### src/rtl/csa_pkg.sv
package csa_pkg;

  localparam int unsigned CSA_NBLK = 4;

  // Bit position where slice k begins, given the widths of the three lower slices.
  function automatic int unsigned blk_lo(input int unsigned w0, input int unsigned w1,
                                         input int unsigned w2, input int unsigned k);
    int unsigned lo;
    lo = 0;
    if (k >= 1) lo = lo + w0;
    if (k >= 2) lo = lo + w1;
    if (k >= 3) lo = lo + w2;
    return lo;
  endfunction

  // Width of slice k.
  function automatic int unsigned blk_w(input int unsigned w0, input int unsigned w1,
                                        input int unsigned w2, input int unsigned w3,
                                        input int unsigned k);
    case (k)
      0:       return w0;
      1:       return w1;
      2:       return w2;
      default: return w3;
    endcase
  endfunction

endpackage

### src/rtl/csa_fa.sv
module csa_fa (
  input  logic x,
  input  logic y,
  input  logic ci,
  output logic s,
  output logic co
);
  logic hs;

  assign hs = x ^ y;
  assign s  = hs ^ ci;
  assign co = (x & y) | (hs & ci);
endmodule

### src/rtl/csa_ripple.sv
module csa_ripple #(
  parameter int unsigned N = 4
) (
  input  logic [N-1:0] a,
  input  logic [N-1:0] b,
  input  logic         cin,
  output logic [N-1:0] s,
  output logic         cout
);
  logic [N:0] cc;

  assign cc[0] = cin;

  for (genvar i = 0; i < N; i++) begin : g_bit
    csa_fa u_fa (
      .x  (a[i]),
      .y  (b[i]),
      .ci (cc[i]),
      .s  (s[i]),
      .co (cc[i+1])
    );
  end

  assign cout = cc[N];
endmodule

### src/rtl/csa_select_block.sv
module csa_select_block #(
  parameter int unsigned W = 5
) (
  input  logic [W-1:0] a,
  input  logic [W-1:0] b,
  input  logic         sel,
  output logic [W-1:0] s,
  output logic         co
);
  logic [W-1:0] s0;
  logic [W-1:0] s1;
  logic         c0;
  logic         c1;

  csa_ripple #(.N(W)) u_guess0 (
    .a    (a),
    .b    (b),
    .cin  (1'b0),
    .s    (s0),
    .cout (c0)
  );

  csa_ripple #(.N(W)) u_guess1 (
    .a    (a),
    .b    (b),
    .cin  (1'b1),
    .s    (s1),
    .cout (c1)
  );

  always_comb begin
    if (sel) begin
      s  = s1;
      co = c1;
    end else begin
      s  = s0;
      co = c0;
    end
  end
endmodule

### src/rtl/csa_adder19.sv
module csa_adder19 #(
  parameter  int unsigned W0    = 4,
  parameter  int unsigned W1    = 4,
  parameter  int unsigned W2    = 5,
  parameter  int unsigned W3    = 6,
  localparam int unsigned WIDTH = W0 + W1 + W2 + W3
) (
  input  logic [WIDTH-1:0] a,
  input  logic [WIDTH-1:0] b,
  input  logic             cin,
  output logic [WIDTH-1:0] sum,
  output logic             cout
);
  import csa_pkg::*;

  // bc[k] is the carry entering slice k; bc[CSA_NBLK] leaves the top slice.
  logic [CSA_NBLK:0] bc;

  assign bc[0] = cin;

  csa_ripple #(.N(W0)) u_base (
    .a    (a[W0-1:0]),
    .b    (b[W0-1:0]),
    .cin  (bc[0]),
    .s    (sum[W0-1:0]),
    .cout (bc[1])
  );

  for (genvar k = 1; k < CSA_NBLK; k++) begin : g_blk
    localparam int unsigned LO = blk_lo(W0, W1, W2, k);
    localparam int unsigned BW = blk_w(W0, W1, W2, W3, k);
    localparam int unsigned HI = LO + BW - 1;

    csa_select_block #(.W(BW)) u_sel (
      .a   (a[HI:LO]),
      .b   (b[HI:LO]),
      .sel (bc[k]),
      .s   (sum[HI:LO]),
      .co  (bc[k+1])
    );
  end

  assign cout = bc[CSA_NBLK];
endmodule

### config.mk
export PLATFORM = sky130hd
export DESIGN_NAME = csa_adder19
export DESIGN_NICKNAME = d
export VERILOG_FILES = /design/src/rtl/csa_pkg.sv /design/src/rtl/csa_fa.sv /design/src/rtl/csa_ripple.sv /design/src/rtl/csa_select_block.sv /design/src/rtl/csa_adder19.sv
export SDC_FILE = /design/constraint.sdc
export NUM_CORES = 1
export LEC_CHECK = 0
export BUFFER_PORTS_ARGS = -buffer_cell sky130_fd_sc_hd__buf_4
export CAP_MARGIN = 20
export CORE_MARGIN = 2
export CORE_UTILIZATION = 45
export DETAILED_ROUTE_END_ITERATION = 10
export GPL_TIMING_DRIVEN = 0
export PLACE_DENSITY = 0.83
export REMOVE_ABC_BUFFERS = 1
export SYNTH_ARGS = -nofsm -noshare
export SYNTH_HDL_FRONTEND = slang
export SYNTH_HIERARCHICAL = 1
export SYNTH_SLANG_ARGS = --single-unit
### constraint.sdc
create_clock -name vclk -period 8.2
set_input_delay 1.64 -clock vclk [all_inputs]
set_output_delay 1.64 -clock vclk [all_outputs]
set_load 0.01 [all_outputs]
# Yosys cells after proc, flatten, opt, wreduce, memory -nomap -nowiden
# Index checks and enable logic that the tools add are counted.
# totals
in_bits,39
regBits,0
elab_cells,134
# op_classes
n_mux,6
n_bitwise,128
# ops
operator,count
1-bit AND,47
1-bit XOR,47
1-bit bitwise OR,31
6-bit 2-to-1 mux,1
5-bit 2-to-1 mux,1
4-bit 2-to-1 mux,1
1-bit 2-to-1 mux,3
1-bit NOT,3

# Logic depth before layout (Yosys ltp)
# Gate-level depths: netlist of run 1.
# logic_depth
word_depth,13
depth_mapped,9
depth_no_buf,7

# Modules after synthesis
# Netlist of run 1, hierarchy kept.
# modules_own_cells
mod,n_inst,seq_area_each_um2,cells_each,area_each_um2
csa_fa,34,0.0,1,20.0
csa_select_block (g_blk[3].u_sel),1,0.0,10,123.9
csa_select_block (g_blk[2].u_sel),1,0.0,9,108.9
csa_select_block (g_blk[1].u_sel),1,0.0,7,63.8

# Worst setup path after synthesis of run 1
# OpenSTA, ideal clock, no wires.
# synth_timing
kind,input port to output port
start,input port b[0]
end,output port cout
path_stages,9
t_arrival_ps,4451
path_buffers,2
setup_slack_ps,2109
cell_sequence,fa_1 fa_1 fa_1 fa_1 mux2_2 buf_6 mux2_4 buf_6 mux2_4
# synth_between
elab_chain_cells,12
word_cells_on_any_way,13
classes_between,mux: 3; bitwise: 10
# synth_rtl
element,line,source
start: declaration,csa_adder19.sv:9,"input logic [WIDTH-1:0] b,"
1-bit XOR,csa_fa.sv:10,assign hs = x ^ y;
1-bit AND,csa_fa.sv:12,assign co = (x & y) | (hs & ci);
1-bit bitwise OR (*),csa_fa.sv:12,
1-bit AND (*),csa_fa.sv:12,
1-bit bitwise OR (*),csa_fa.sv:12,
via u_base.cc[2],csa_ripple.sv:10,logic [N:0] cc;
1-bit AND (*),csa_fa.sv:12,
1-bit bitwise OR (*),csa_fa.sv:12,
via u_base.cc[3],csa_ripple.sv:10,
1-bit AND (*),csa_fa.sv:12,
1-bit bitwise OR (*),csa_fa.sv:12,
via bc[1],csa_adder19.sv:17,logic [CSA_NBLK:0] bc;
1-bit 2-to-1 mux (*),csa_select_block.sv:32,if (sel) begin
via bc[2],csa_adder19.sv:17,
1-bit 2-to-1 mux (*),csa_select_block.sv:32,
via bc[3],csa_adder19.sv:17,
1-bit 2-to-1 mux (*),csa_select_block.sv:32,
end: declaration,csa_adder19.sv:12,output logic cout
# The timed path passes the listed nets; every way through them passes the cells marked *.

# Worst setup path after layout of run 1
# layout_timing
start,input port b[0]
end,output port sum[15]
# layout_between
elab_chain_cells,12
word_cells_on_any_way,13
classes_between,mux: 3; bitwise: 10
# layout_rtl
element,line,source
1-bit XOR,csa_fa.sv:10,
1-bit AND,csa_fa.sv:12,
1-bit bitwise OR (*),csa_fa.sv:12,
via u_base.cc[1],csa_ripple.sv:10,
1-bit AND (*),csa_fa.sv:12,
1-bit bitwise OR (*),csa_fa.sv:12,
via u_base.cc[2],csa_ripple.sv:10,
1-bit AND (*),csa_fa.sv:12,
[... 1 more ...],-,
via u_base.cc[3],csa_ripple.sv:10,
1-bit AND (*),csa_fa.sv:12,
1-bit bitwise OR (*),csa_fa.sv:12,
via bc[1],csa_adder19.sv:17,
1-bit 2-to-1 mux (*),csa_select_block.sv:32,
via bc[2],csa_adder19.sv:17,
1-bit 2-to-1 mux (*),csa_select_block.sv:32,
via bc[3],csa_adder19.sv:17,
6-bit 2-to-1 mux (*),csa_select_block.sv:32,
end: declaration,csa_adder19.sv:11,"output logic [WIDTH-1:0] sum,"
# Marked as above.

==> flow_metrics.py, run 1 <==
metrics = {
    "critical_path": {
        "endpoint_kind": "output port",
        "worstSetupPathType": "primary input to output port",
        "worstSetupStartpoint": "b[0]",
        "worstPathArrival_ns": 4.75,
        "crit_slowest_cell": "fa_1",
        "critical_path.most_common_cell": "fa_1",
        "critPathRequiredTime_ns": 6.56,
        "critical_path_peak_fanout": 7,
        "critical_path.cell_chain": "buf_4 > fa_1 > fa_1 > fa_1 > fa_1 > mux2_2 > mux2_4 > mux2_4 > buf_4",
        "max_stage_delay_ns": 0.49,
        "start_kind": "primary input",
    },
    "floorplan": {
        "dieArea_sq_mm": 0.00256,
        "start_util_pct": 48.8,
        "die_h_microns": 50.6,
        "coreArea_sq_mm": 0.00200,
        "die_x_microns": 50.6,
        "num_rows": 16,
        "io_pins": 59,
    },
    "pwr": {
        "pwr-share-seq_pct": 0,
        "p_sw_mw": 0.0567,
        "p_int_mw": 0.0856,
        "peakVddDrop_uv": 59.6,
        "switching_share_pct": 39.8,
        "pwr-share-clk_pct": 0,
        "power_per_cell_area_mw_per_mm2": 99.4,
        "p_comb_share_pct": 100.0,
        "power.leakage_nw": 0.677,
    },
    "timing": {
        "fin_ws_ns": 1.81,
        "fmax_ghz": 0.157,
        "finalHoldViolCount": 0,
        "setup_viol_count_final": 0,
        "tns_ns": 0,
        "min_period_over_period_pct": 77.9,
        "rsz0062_at_grt": "no",
        "maxSlewViolCount": 0,
        "period_minus_slack_ns": 6.39,
    },
    "final_layout": {
        "layout_common_cells": "59 x buf_4, 34 x fa_1, 13 x mux2_4",
        "final_common_cell": "buf_4",
        "nClkBuffers": 0,
        "nFillCells": 150,
        "fin_util_pct": 71.5,
        "fin_nets": 192,
        "seq_cells": 0,
        "drive_gt1_share_pct": 65.8,
        "area.sequential_sq_um": 0,
        "synthToLayoutAreaGrowth_pct": 46.5,
        "design_area_sq_mm": 0.00143,
        "antenna_cells": 0,
    },
    "synth": {
        "syn_area_sq_um": 977,
        "ys_warn_count": 6,
        "syn_avg_cell_area_sq_um": 16.3,
        "seq_area_frac_synth_pct": 0,
        "syn_inst": 60,
        "yosysTopAreaCellShare_pct": 69.7,
        "synth.distinct_cells": 5,
        "yosys.area.top_type": "fa_1",
        "synth_area_leaders": "fa_1 70%, mux2_4 20%, mux2_2 5.8%",
    },
    "global_route": {
        "grt_pass1_wl_microns": 3110,
        "grt_usage_pct": 15.6,
        "grt-ovfl-total": 0,
        "grt_max_degree": 8,
        "antenna_found_initial": 0,
        "grt_pass1_vias": 803,
    },
    "routing": {
        "drt_wl_total_microns": 1750,
        "post-route-drc-count": 0,
        "post_drt_via_cell_ratio": 4.79,
        "first_iter_violations": 0,
        "wl_per_cell_microns": 12.2,
        "ant_nets": 0,
        "dr.pass1.iters": 1,
        "dr_total_vias": 690,
    },
    "placed_design": {
        "place_ws_ns": 1.81,
        "placed_area_sq_mm": 0.00143,
        "portBuffers": 59,
        "place_congestion": 0.684,
    },
    "worst_hold_path": {
        "hp-class": "primary input to output port",
        "hp-start": "cin",
    },
    "clocking": {
        "postCtsSetupRepairBufs": 0,
        "hold_buffers": 0,
        "cts.repair.resized": 0,
    },
    "status": {
        "status": "complete, no violations",
    },
    "flow_run": {
        "drv_cap": 0,
    },
}
==> routing by layer <==
metal / vias to the layer above / wire length (microns) / GRT usage, % / part of all wire (%)
li1: 298 / - / - / -
met1: 347 / 500 / 14.9 / 29
met2: 45 / 993 / 34.2 / 57
met3: 0 / 257 / 3.87 / 15
met4: 0 / 0 / 0 / 0
met5: - / 0 / 0 / 0
==> power groups by stage <==
stage | Clock, mW | Combinational (mW) | Sequential, mW
2_1_floorplan | 0 | 0.0784 | 0
3_3_place_gp | 0 | 0.139 | 0
3_5_place_dp | 0 | 0.145 | 0
4_1_cts | 0 | 0.145 | 0
5_1_grt | 0 | 0.159 | 0
6_report | 0 | 0.142 | 0
==> cells by family after synthesis <==
logic type | Yosys count | share of synthesized area [%]
adder cells (fa/ha/maj) | 34 | 69.7
multiplexers | 18 | 25.7
other | 6 | 2.30
buffers and inverters | 2 | 2.30
==> through the flow <==
step	hold WS (ns)	power [mW]	cells
after global routing	3.63	0.159	144
after global placement	3.62	0.139	144
final	3.62	0.142	144
after floorplan	3.47	0.0784	58
after CTS	3.62	0.145	144
after detailed placement	3.62	0.145	144
==> critical path: cells and delay by family <==
| kind | cells | cell delay, ns |
|---|---|---|
| adder cells (fa/ha/maj) | 4 | 1.71 |
| multiplexers | 3 | 1.12 |
| buffers and inverters | 2 | 0.25 |
==> worst paths after layout <==
| check | end | depth (start not counted) |
|---|---|---|
| max | sum[15] | 9 |
| min | sum[0] | 3 |
==> cell type report <==
type / count / area, sq um / area share (%)
repair buffers: 59 / 443 / 30.9
well taps: 27 / 33.8 / 2.36
multi-input cells: 58 / 955 / 66.7
==> synthesized netlist by cell type <==
cell	count
fa_1	34
conb_1	6
buf_6	2
mux2_4	13
mux2_2	5
(Power assumes the default switching activity.)
==> inputs of run 2 (changes only) <==
--- a/config.mk
+++ b/config.mk
@@ -8,10 +8,10 @@
 export BUFFER_PORTS_ARGS = -buffer_cell sky130_fd_sc_hd__buf_4
 export CAP_MARGIN = 20
 export CORE_MARGIN = 2
-export CORE_UTILIZATION = 45
+export CORE_UTILIZATION = 42
 export DETAILED_ROUTE_END_ITERATION = 10
 export GPL_TIMING_DRIVEN = 0
-export PLACE_DENSITY = 0.83
+export PLACE_DENSITY = 0.81
 export REMOVE_ABC_BUFFERS = 1
 export SYNTH_ARGS = -nofsm -noshare
 export SYNTH_HDL_FRONTEND = slang
==> constraint.sdc (replaced) <==
create_clock -name vclk -period 5.8
set_input_delay 1.16 -clock vclk [all_inputs]
set_output_delay 1.16 -clock vclk [all_outputs]
set_load 0.01 [all_outputs]
==> flow_metrics.py, run 2 (synthesis results as in run 1) <==
metrics = {
    "placed_design": {
        "dp_hpwl_microns": 1730,
        "place_congestion": 0.621,
        "numPlacedInstances": 145,
        "portBuffers": 59,
    },
    "routing": {
        "post-route-drc-count": 0,
        "first_iter_violations": 2,
        "wl_per_cell_microns": 12.3,
        "post_drt_via_cell_ratio": 4.72,
        "dr_total_vias": 685,
        "drt_wl_total_microns": 1780,
        "ant_nets": 0,
        "dr.pass1.iters": 2,
    },
    "final_layout": {
        "drive_gt1_share_pct": 65.8,
        "synthToLayoutAreaGrowth_pct": 46.6,
        "antenna_cells": 0,
        "fin_nets": 192,
        "layout_common_cells": "59 x buf_4, 34 x fa_1, 13 x mux2_4",
        "nClkBuffers": 0,
        "area.sequential_sq_um": 0,
        "seq_cells": 0,
        "fin_cells": 145,
        "nFillCells": 173,
        "multi_input_area_sq_um": 955,
        "final_common_cell": "buf_4",
    },
    "global_route": {
        "grt_pass1_vias": 746,
        "grt_usage_pct": 14.2,
        "grt_max_degree": 8,
        "grt_pass1_wl_microns": 2940,
        "antenna_found_initial": 0,
        "grt-ovfl-total": 0,
    },
    "timing": {
        "finalHoldViolCount": 0,
        "fmax_ghz": 0.185,
        "rsz0062_at_grt": "no",
        "holdWs_ns": 2.66,
        "maxSlewViolCount": 0,
        "period_minus_slack_ns": 5.41,
        "setup_viol_count_final": 0,
        "min_period_over_period_pct": 93.2,
        "tns_ns": 0,
    },
    "clocking": {
        "hold_buffers": 0,
        "cts.repair.resized": 0,
        "postCtsSetupRepairBufs": 0,
    },
    "critical_path": {
        "critical_path_peak_fanout": 7,
        "worstPathArrival_ns": 4.25,
        "worstSetupPathType": "primary input to output port",
        "start_kind": "primary input",
        "critPathRequiredTime_ns": 4.64,
        "endpoint_kind": "output port",
    },
    "flow_run": {
        "drv_cap": 0,
    },
    "floorplan": {
        "die_x_microns": 52.2,
        "io_pins": 59,
        "coreArea_sq_mm": 0.00221,
        "num_rows": 17,
        "start_util_pct": 44.2,
        "die_h_microns": 52.2,
        "dieArea_sq_mm": 0.00273,
    },
    "status": {
        "status": "complete, no violations",
    },
    "worst_hold_path": {
        "hp-class": "primary input to output port",
    },
    "pwr": {
        "peakVddDrop_uv": 87.2,
        "power_per_cell_area_mw_per_mm2": 142,
        "power.leakage_nw": 0.677,
    },
}
[run 2: worst paths after layout]
path / cells after the start / startpoint / slack, ns / end
worst min-delay path: 3 / cin / 2.66 / sum[0]
worst max-delay path: 9 / b[0] / 0.39 / cout
[run 2: layout make-up]
cell class / count / share of cell area, %
tap: 28 / 2.45
multi-input combinational: 58 / 66.6
timing repair buffer: 59 / 30.9
[run 2: worst max-delay path, stage by stage]
cell and delay (ns):
buf_4 0.11, fa_1 0.43, fa_1 0.38, fa_1 0.39, fa_1 0.49, mux2_2 0.42, mux2_4 0.40, mux2_4 0.31
buf_4 0.14
[run 2: power breakdown]
part / leakage [nW] / internal, mW / switching (mW)
clock: 0 / 0 / 0
combinational: 0.677 / 0.122 / 0.0819
sequential: 0 / 0 / 0
[run 2: through the flow]
step	util (%)	setup slack, ns	instance area [sq um]	total power [mW]
global placement	64.8	0.399	1430	0.197
detailed placement	64.8	0.383	1430	0.208
finish	64.8	0.392	1430	0.204
floorplan	-	0.761	955	0.111
global route	64.8	0.294	1430	0.226
CTS	64.8	0.382	1430	0.208
[run 2: per-layer routing]
metal  up-vias  track usage (%)  part of all wire, %
met1       341             14.3                   28
li1        298                -                    -
met2        46             29.7                   54
met4         0                0                    0
met5         -                0                    0
met3         0             4.00                   17
==> inputs of run 3 (changes only) <==
--- a/config.mk
+++ b/config.mk
@@ -7,11 +7,10 @@
 export LEC_CHECK = 0
 export BUFFER_PORTS_ARGS = -buffer_cell sky130_fd_sc_hd__buf_4
 export CAP_MARGIN = 20
-export CORE_MARGIN = 2
-export CORE_UTILIZATION = 42
+export CORE_UTILIZATION = 36
 export DETAILED_ROUTE_END_ITERATION = 10
 export GPL_TIMING_DRIVEN = 0
-export PLACE_DENSITY = 0.81
+export PLACE_DENSITY = 0.71
 export REMOVE_ABC_BUFFERS = 1
 export SYNTH_ARGS = -nofsm -noshare
 export SYNTH_HDL_FRONTEND = slang
==> flow_metrics.py, run 3 (synthesis results as in run 1) <==
metrics = {
    "status": {
        "status": "complete, no violations",
    },
    "global_route": {
        "grt_pass1_vias": 723,
        "grt_usage_pct": 12.2,
        "grt_max_degree": 8,
        "antenna_found_initial": 0,
        "grt-ovfl-total": 0,
        "grt_pass1_wl_microns": 2620,
    },
    "floorplan": {
        "dieArea_sq_mm": 0.00293,
        "io_pins": 59,
        "die_h_microns": 54.1,
        "start_util_pct": 38.7,
        "die_x_microns": 54.1,
        "num_rows": 18,
        "coreArea_sq_mm": 0.00252,
    },
    "placed_design": {
        "numPlacedInstances": 147,
        "placed_area_sq_mm": 0.00144,
        "place_congestion": 0.744,
        "place_ws_ns": 0.345,
        "dp_hpwl_microns": 1770,
        "portBuffers": 59,
    },
    "pwr": {
        "switching_share_pct": 39.9,
        "power.leakage_nw": 0.677,
        "p_int_mw": 0.121,
        "pwr-share-seq_pct": 0,
        "p_sw_mw": 0.0806,
        "power_per_cell_area_mw_per_mm2": 141,
        "pwr-share-clk_pct": 0,
        "p_comb_share_pct": 100.0,
        "peakVddDrop_uv": 90.7,
    },
    "critical_path": {
        "critical_path_peak_fanout": 7,
        "worstPathArrival_ns": 4.27,
        "endpoint_kind": "output port",
        "worstSetupPathType": "primary input to output port",
        "start_kind": "primary input",
        "critPathRequiredTime_ns": 4.64,
    },
    "routing": {
        "post_drt_via_cell_ratio": 4.64,
        "top_layer_used": "met3",
        "dr_total_vias": 682,
        "dr.pass1.iters": 2,
        "dr_wl_met2_microns": 1030,
        "ant_nets": 0,
        "drt_wl_total_microns": 1780,
        "wl_per_cell_microns": 12.1,
        "post-route-drc-count": 0,
        "wl_met3_microns": 285,
        "wl_met1_microns": 470,
        "first_iter_violations": 1,
    },
    "timing": {
        "setup_viol_count_final": 0,
        "finalHoldViolCount": 0,
        "rsz0062_at_grt": "no",
        "holdWs_ns": 2.66,
        "min_period_over_period_pct": 93.6,
        "period_minus_slack_ns": 5.43,
        "maxSlewViolCount": 0,
        "fin_ws_ns": 0.372,
        "fmax_ghz": 0.184,
        "tns_ns": 0,
    },
    "clocking": {
        "cts.repair.resized": 0,
        "hold_buffers": 0,
        "postCtsSetupRepairBufs": 0,
    },
    "final_layout": {
        "layout_common_cells": "59 x buf_4, 34 x fa_1, 13 x mux2_4",
        "fin_nets": 192,
        "nFillCells": 216,
        "seq_cells": 0,
        "drive_gt1_share_pct": 65.8,
        "fin_cells": 147,
        "synthToLayoutAreaGrowth_pct": 46.9,
        "nClkBuffers": 0,
        "design_area_sq_mm": 0.00144,
        "final_common_cell": "buf_4",
        "area.sequential_sq_um": 0,
        "antenna_cells": 0,
    },
    "worst_hold_path": {
        "hold_end": "sum[0]",
        "holdPathStages": 3,
        "hp-start": "cin",
        "hp-class": "primary input to output port",
    },
    "flow_run": {
        "drv_cap": 0,
    },
}
## run 3: worst max-delay path by stage
stage | start | end | cells after the start
2_1_floorplan | b[0] | cout | 7
3_3_place_gp | b[0] | sum[16] | 9
3_5_place_dp | b[0] | sum[16] | 9
4_1_cts | b[0] | sum[17] | 9
5_1_grt | b[0] | sum[17] | 9
6_report | b[0] | sum[17] | 9
## run 3: power by group through the flow
| stage | registers (mW) | logic (mW) | clock network [mW] |
|---|---|---|---|
| 2_1_floorplan | 0 | 0.111 | 0 |
| 4_1_cts | 0 | 0.207 | 0 |
| 3_3_place_gp | 0 | 0.198 | 0 |
| 3_5_place_dp | 0 | 0.207 | 0 |
| 6_report | 0 | 0.202 | 0 |
| 5_1_grt | 0 | 0.226 | 0 |
## run 3: final cells by class
cell class / count / area (sq um) / share of cell area, %
Tap cell: 30 / 37.5 / 2.62
Multi-Input combinational cell: 58 / 955 / 66.5
Timing Repair Buffer: 59 / 443 / 30.9
## run 3: metrics by stage
stage               util (%)  total power [mW]
CTS                     56.9             0.207
floorplan                  -             0.111
finish                  56.9             0.202
global placement        56.9             0.198
global route            56.9             0.226
detailed placement      56.9             0.207
## run 3: critical path, stage by stage
cell and delay [ns]:
buf_4 0.11, fa_1 0.43, fa_1 0.41, fa_1 0.39, fa_1 0.49, mux2_2 0.41, mux2_4 0.40, mux2_4 0.31
buf_4 0.14
## run 3: per-layer routing
| layer | track usage (%) | up-vias |
|---|---|---|
| met2 | 27.4 | 48 |
| li1 | - | 299 |
| met3 | 3.11 | 0 |
| met4 | 0 | 0 |
| met5 | 0 | - |
| met1 | 10.9 | 335 |
